<file path="config.mk">
export PLATFORM = sky130hd
export DESIGN_NAME = bitop_unit
export DESIGN_NICKNAME = d
export VERILOG_FILES = /design/src/rtl/bitop_unit.sv
export SDC_FILE = /design/constraint.sdc
export NUM_CORES = 1
export LEC_CHECK = 0
export ABC_AREA = 1
export BUFFER_PORTS_ARGS = -buffer_cell sky130_fd_sc_hd__buf_2
export CAP_MARGIN = 20
export CORE_MARGIN = 2
export CORE_UTILIZATION = 55
export DETAILED_ROUTE_END_ITERATION = 10
export PLACE_DENSITY = 0.83
export SLEW_MARGIN = 20
export SYNTH_ARGS = -nofsm -noshare
export SYNTH_HDL_FRONTEND = slang
export SYNTH_SLANG_ARGS = --single-unit
</file>
<file path="constraint.sdc">
create_clock -name clk -period 0.8 [get_ports clk]
set_input_delay 0 -clock clk [delete_from_list [all_inputs] [get_ports clk]]
set_output_delay 0 -clock clk [all_outputs]
set_load 0.02 [all_outputs]
</file>
<file path="src/rtl/bitop_unit.sv">
module bitop_unit #(
  parameter int DATA_W = 8
) (
  input  logic                      clk,
  input  logic                      rst_n,
  input  logic [3:0]                op_code,
  input  logic [$clog2(DATA_W)-1:0] bit_sel,
  input  logic [DATA_W-1:0]         operand,
  input  logic [3:0]                flags_in,
  output logic [DATA_W-1:0]         result,
  output logic [3:0]                flags_out,
  output logic                      wb_en
);
  localparam int HALF = DATA_W / 2;
  localparam int FZ = 3;
  localparam int FN = 2;
  localparam int FH = 1;
  localparam int FC = 0;

  logic              cin;
  logic              msb;
  logic              lsb;
  logic [DATA_W-1:0] mask;
  logic [DATA_W-1:0] nxt_res;
  logic [3:0]        nxt_flg;
  logic              nxt_wb;
  logic              new_c;

  assign cin  = flags_in[FC];
  assign msb  = operand[DATA_W-1];
  assign lsb  = operand[0];
  assign mask = {{(DATA_W-1){1'b0}}, 1'b1} << bit_sel;

  always_comb begin
    nxt_res = operand;
    nxt_flg = flags_in;
    nxt_wb  = 1'b1;
    new_c   = cin;
    case (op_code)
      4'd0, 4'd11: begin nxt_res = {operand[DATA_W-2:0], msb}; new_c = msb; end
      4'd1, 4'd12: begin nxt_res = {lsb, operand[DATA_W-1:1]}; new_c = lsb; end
      4'd2, 4'd13: begin nxt_res = {operand[DATA_W-2:0], cin}; new_c = msb; end
      4'd3, 4'd14: begin nxt_res = {cin, operand[DATA_W-1:1]}; new_c = lsb; end
      4'd4: begin nxt_res = {operand[DATA_W-2:0], 1'b0}; new_c = msb; end
      4'd5: begin nxt_res = {msb, operand[DATA_W-1:1]}; new_c = lsb; end
      4'd6: begin nxt_res = {operand[HALF-1:0], operand[DATA_W-1:HALF]}; new_c = 1'b0; end
      4'd7: begin nxt_res = {1'b0, operand[DATA_W-1:1]}; new_c = lsb; end
      4'd9:  nxt_res = operand & ~mask;
      4'd10: nxt_res = operand | mask;
      default: ;
    endcase

    if (op_code <= 4'd7) begin
      nxt_flg[FZ] = (nxt_res == '0);
      nxt_flg[FN] = 1'b0;
      nxt_flg[FH] = 1'b0;
      nxt_flg[FC] = new_c;
    end else if (op_code >= 4'd11 && op_code <= 4'd14) begin
      nxt_flg = 4'b0000;
      nxt_flg[FC] = new_c;
    end else if (op_code == 4'd8) begin
      nxt_flg[FZ] = ((operand & mask) == '0);
      nxt_flg[FN] = 1'b0;
      nxt_flg[FH] = 1'b1;
      nxt_wb      = 1'b0;
    end else if (op_code == 4'd15) begin
      nxt_wb = 1'b0;
    end
  end

  always_ff @(posedge clk or negedge rst_n) begin
    if (!rst_n) begin
      result    <= '0;
      flags_out <= '0;
      wb_en     <= 1'b0;
    end else begin
      result    <= nxt_res;
      flags_out <= nxt_flg;
      wb_en     <= nxt_wb;
    end
  end
endmodule

</file>
==> impl_metrics.tcl, run 1 <==
set metrics [dict create \
    outcome "aborted with a tool error" \
    stop_stage "5_1_grt" \
    error "[ERROR GRT-0116] Global routing finished with congestion. Check the congestion regions in the DRC Viewer." \
    yosys-top-cells-count "sky130_fd_sc_hd__nand2_1, sky130_fd_sc_hd__nor2_1, sky130_fd_sc_hd__inv_1" \
    die_w_um 51.36 \
    grt_pass1_vias 2421 \
    detailed_place_hpwl_um 3425 \
    synthesis.nets 250 \
    tritoncts_num_sinks 13 \
    initial_core_util 0.5686 \
    netlist_instances 229 \
    ys_seq_elements 13 \
    synth_edf_count 0 \
    synth_top_area_share 0.3073 \
    synth_most_common_cell "sky130_fd_sc_hd__nand2_1" \
    portBuffers 33 \
    synth-simple-area-share 0.5791 \
    first_pass_grt_wire_length_um 12230 \
    syn_area_mm2 0.001234 \
    yosys.area_share.adder 0 \
    yosysTopAreaCell "sky130_fd_sc_hd__nand2_1" \
    synthTopCellsByArea "sky130_fd_sc_hd__nand2_1, sky130_fd_sc_hd__dfrtp_1, sky130_fd_sc_hd__nor2_1" \
    synth.mux.area_fraction 0 \
    average_cell_area_after_synthesis_um2 5.387 \
    synth_async_sr_flop_share 1.000 \
    ctsLongestPathBuffers 2 \
    floorplan.io_pins 34 \
    tritoncts.num_buffers 3 \
    xor_xnor_share_of_the_synthesized_area 0 \
    htree_num_levels 1 \
    synth_top_flop_cell "sky130_fd_sc_hd__dfrtp_1" \
    grt-ovfl-total 3 \
    synth.lib_cells_used.distinct 19 \
    aggregate_global_route_resource_usage 0.6379 \
    synth.yosys.seq_area_share 0.2637 \
    grt_max_degree 14 \
    num_rows 17 \
    dieHeight_um 51.36 \
    synth_top_family_by_area "simple AND/OR/NAND/NOR gates" \
    synth_warn 0 \
    synth_compound_gate_area_share 0.07099 \
    finalWeightedCongestion 1.007 \
    cts_root_buf "sky130_fd_sc_hd__clkbuf_4" \
]
metal layers:
| metal | track usage | overflow |
|---|---|---|
| met1 | 0.6467 | 0 |
| met2 | 0.8590 | 1 |
| met3 | 0.4269 | 0 |
| met4 | 0.5877 | 2 |
| met5 | 0.04762 | 0 |
logic make-up after synthesis:
logic type | after synthesis
flops | 13
buf+inv | 28
compound gates | 16
simple gates | 172
stage by stage:
stage	cells	utilization	setup slack, ns	cell area [µm²]	hold WS, ns
2_1_floorplan	229	-	-0.04831	1344	-0.2956
3_3_place_gp	326	0.8431	-0.5259	1829	-0.1180
3_5_place_dp	326	0.8431	-0.5696	1829	-0.1094
4_1_cts	337	0.9527	-0.1254	2067	0.02616
timing repair:
item                                    CTS
gates resized for setup                  41
endpoints found under the setup margin   16
gates cloned                              1
pin swaps                                20
hold endpoints to repair                 15
buffers inserted                          3
hold buffers                              3
==> run 2: changes to the inputs <==
--- a/config.mk
+++ b/config.mk
@@ -8,10 +8,10 @@
 export ABC_AREA = 1
 export BUFFER_PORTS_ARGS = -buffer_cell sky130_fd_sc_hd__buf_2
 export CAP_MARGIN = 20
-export CORE_MARGIN = 2
-export CORE_UTILIZATION = 55
+export CORE_AREA = 2 2 63 65
 export DETAILED_ROUTE_END_ITERATION = 10
-export PLACE_DENSITY = 0.83
+export DIE_AREA = 0 0 65 67
+export PLACE_DENSITY_LB_ADDON = 0.15
 export SLEW_MARGIN = 20
 export SYNTH_ARGS = -nofsm -noshare
 export SYNTH_HDL_FRONTEND = slang
==> run 2 against run 1 <==
  * The flow now finishes, with violations (negative setup slack)
  * Synthesized cell count unchanged
  * Area after synthesis unchanged
==> impl_metrics.tcl, run 2 <==
set metrics [dict create \
    worstSetupPathType "in -> reg" \
    violations_in_the_final_reports "negative setup slack" \
    synthTopCellsByArea "sky130_fd_sc_hd__nand2_1, sky130_fd_sc_hd__dfrtp_1, sky130_fd_sc_hd__nor2_1" \
    power_density_mw_per_mm2 1115 \
    ys_seq_elements 13 \
    largest_reg_flops 8 \
    finish.net_count 335 \
    drt_pre_antenna_iters 4 \
    tritoncts "done" \
    outcome "finished, violations left" \
    drtAntennaViolNets 0 \
    finalWeightedCongestion 0.9481 \
    hold_path_class "in -> reg" \
    average_cell_area_after_synthesis_um2 5.387 \
    die_w_um 65 \
    first_pass_grt_wire_length_um 6630 \
    setup_tns_ns -0.3610 \
    floorplan.io_pins 34 \
    grt_max_degree 14 \
    drt-total-wl_um 4286 \
    synth_top_flop_cell "sky130_fd_sc_hd__dfrtp_1" \
    worst-slew-pin-transition_ns 0.2782 \
    hold_viol_final 0 \
    slew_headroom 0.8129 \
    aggregate_global_route_resource_usage 0.1985 \
    period_minus_slack_ns 0.9491 \
    yosysTopAreaCell "sky130_fd_sc_hd__nand2_1" \
    mostFrequentLayoutCell "sky130_fd_sc_hd__nand2_1" \
    routed-via-count 1746 \
    initialDrtViolationCount 63 \
    filler_cell_count 348 \
    setup_slack_ns -0.1491 \
    num_rows 22 \
    synth_edf_count 0 \
    tritoncts_num_sinks 13 \
    grt_pass1_vias 1508 \
    synth_warn 0 \
    setup_viol 8 \
    cell_leakage_power_nw 1.161 \
    portBuffers 33 \
    ctsLongestPathBuffers 2 \
    critPathArrivalTime_ns 1.07 \
    grt-ovfl-total 0 \
    drive_above_1_share 0.4856 \
    critical_path_rt_ns 0.92 \
    wire_per_inst_um 11.87 \
    cts_root_buf "sky130_fd_sc_hd__clkbuf_8" \
    cp_max_fo 5 \
    initial_antenna_violation_count 0 \
    synth_async_sr_flop_share 1.000 \
    tritoncts.num_buffers 3 \
    largest-register "result" \
    dieHeight_um 67 \
    detailed_place_hpwl_um 3225 \
    post_drt_via_cell_ratio 4.837 \
    final-instance-count-excl-fill 361 \
    report.final.slew_viol_count 0 \
    synthToLayoutAreaGrowth_pct 82.96 \
    netlist_instances 229 \
    synth_top_area_share 0.3073 \
    synth.lib_cells_used.distinct 19 \
    yosys-top-cells-count "sky130_fd_sc_hd__nand2_1, sky130_fd_sc_hd__nor2_1, sky130_fd_sc_hd__inv_1" \
    syn_area_mm2 0.001234 \
    setup.worst_path.end_class "flip-flop" \
    synth_most_common_cell "sky130_fd_sc_hd__nand2_1" \
    most_used_cells_in_the_layout_excluding_fill_and_tap_cells "sky130_fd_sc_hd__nand2_1, sky130_fd_sc_hd__buf_4, sky130_fd_sc_hd__buf_2" \
    placedCellCount 348 \
    htree_num_levels 1 \
    grt_setup_unrepaired "true" \
    core-area_mm2 0.003606 \
    vdd_drop_max_mv 0.4303 \
    synthesis.nets 250 \
    drc_errors 0 \
    num_antenna_cells 0 \
    die_area_mm2 0.004355 \
    clock.fmax_mhz 1054 \
    synth.yosys.seq_area_share 0.2637 \
    clk_transition_reported_paths_ns 0.05 \
    timing.final.crit_share 1.186 \
    max_cap_violations 0 \
    initial_core_util 0.3421 \
    largestRegisters "result: 8 flops, flags_out: 4 flops, wb_en: 1 flops" \
    worstSetupStartpointType "input pin" \
]
## run 2: where the power goes
part	leakage, nW	total (mW)	internal [mW]	switching [mW]
Clock	0.0228	0.545	0.349	0.196
Sequential	0.157	0.753	0.738	0.0151
Combinational	0.981	1.22	0.535	0.683
## run 2: cell families (layout without fill, tap and decap cells)
family / Yosys count / after routing / synth area share
flip-flops: 13 / 13 / 0.2637
AND/OR/NAND/NOR: 172 / 173 / 0.5791
buffers and inverters: 28 / 111 / 0.08620
AO/OA/AOI/OAI: 16 / 16 / 0.07099
## run 2: layout make-up
class,count,area [µm²],share of cell area
Sequential cell,13,325.3,0.1441
Multi-Input combinational cell,189,1066,0.4723
Timing Repair Buffer,80,619.3,0.2744
Tap cell,48,60.06,0.02661
Clock buffer,4,45.04,0.01996
Inverter,27,141.4,0.06264
## run 2: worst paths after layout
path | from | endpoint | slack [ns] | cells past startpoint
max in group asynchronous | rst_n | result[6] | 0.43 | 2
min | flags_in[0] | flags_out[0] | 0.08 | 3
min in group asynchronous | rst_n | wb_en | 0.17 | 2
max | op_code[2] | flags_out[3] | -0.15 | 12
## run 2: what timing repair did
action	CTS	global route
pin swaps	18	33
setup buffers	1	5
endpoints found under the hold margin	15	0
cloned	1	0
setup endpoints to repair	12	12
gates resized for setup	30	58
hold buffers	3	0
## run 2: critical path, cell delays in order
cell                      delay (ns)
sky130_fd_sc_hd__buf_12         0.13
sky130_fd_sc_hd__inv_8          0.06
sky130_fd_sc_hd__nand2_8        0.06
sky130_fd_sc_hd__nor2_4         0.17
sky130_fd_sc_hd__buf_4          0.15
sky130_fd_sc_hd__nand3_2        0.05
sky130_fd_sc_hd__nand2_1        0.07
sky130_fd_sc_hd__nor2_1         0.05
sky130_fd_sc_hd__nand4_1        0.15
sky130_fd_sc_hd__nor2_1         0.07
sky130_fd_sc_hd__nand3_1        0.08
sky130_fd_sc_hd__nand2_1        0.05
## run 2: through the flow
stage	worst slack (ns)	cell area [µm²]	utilization	power (mW)	hold WS, ns
after floorplan	-0.04831	1344	-	1.272	-0.2956
after global placement	-0.4721	1857	0.5149	1.772	-0.1158
after detailed placement	-0.4728	1857	0.5149	1.768	-0.1157
after CTS	-0.1082	2047	0.5677	2.395	0.06842
after global routing	-0.2373	2257	0.6260	2.676	0.1012
final	-0.1491	2257	0.6260	2.516	0.07900
## run 2: metal layers
metal  global-route usage  vias to the layer above  share of wire
met5                    0                        -              0
met4              0.07979                        0          0.021
met3              0.03041                       10          0.084
met2               0.3479                       76           0.48
met1               0.2418                      763           0.41
li1                     -                      897              -
Note: power is estimated with default switching activity, not from simulation.
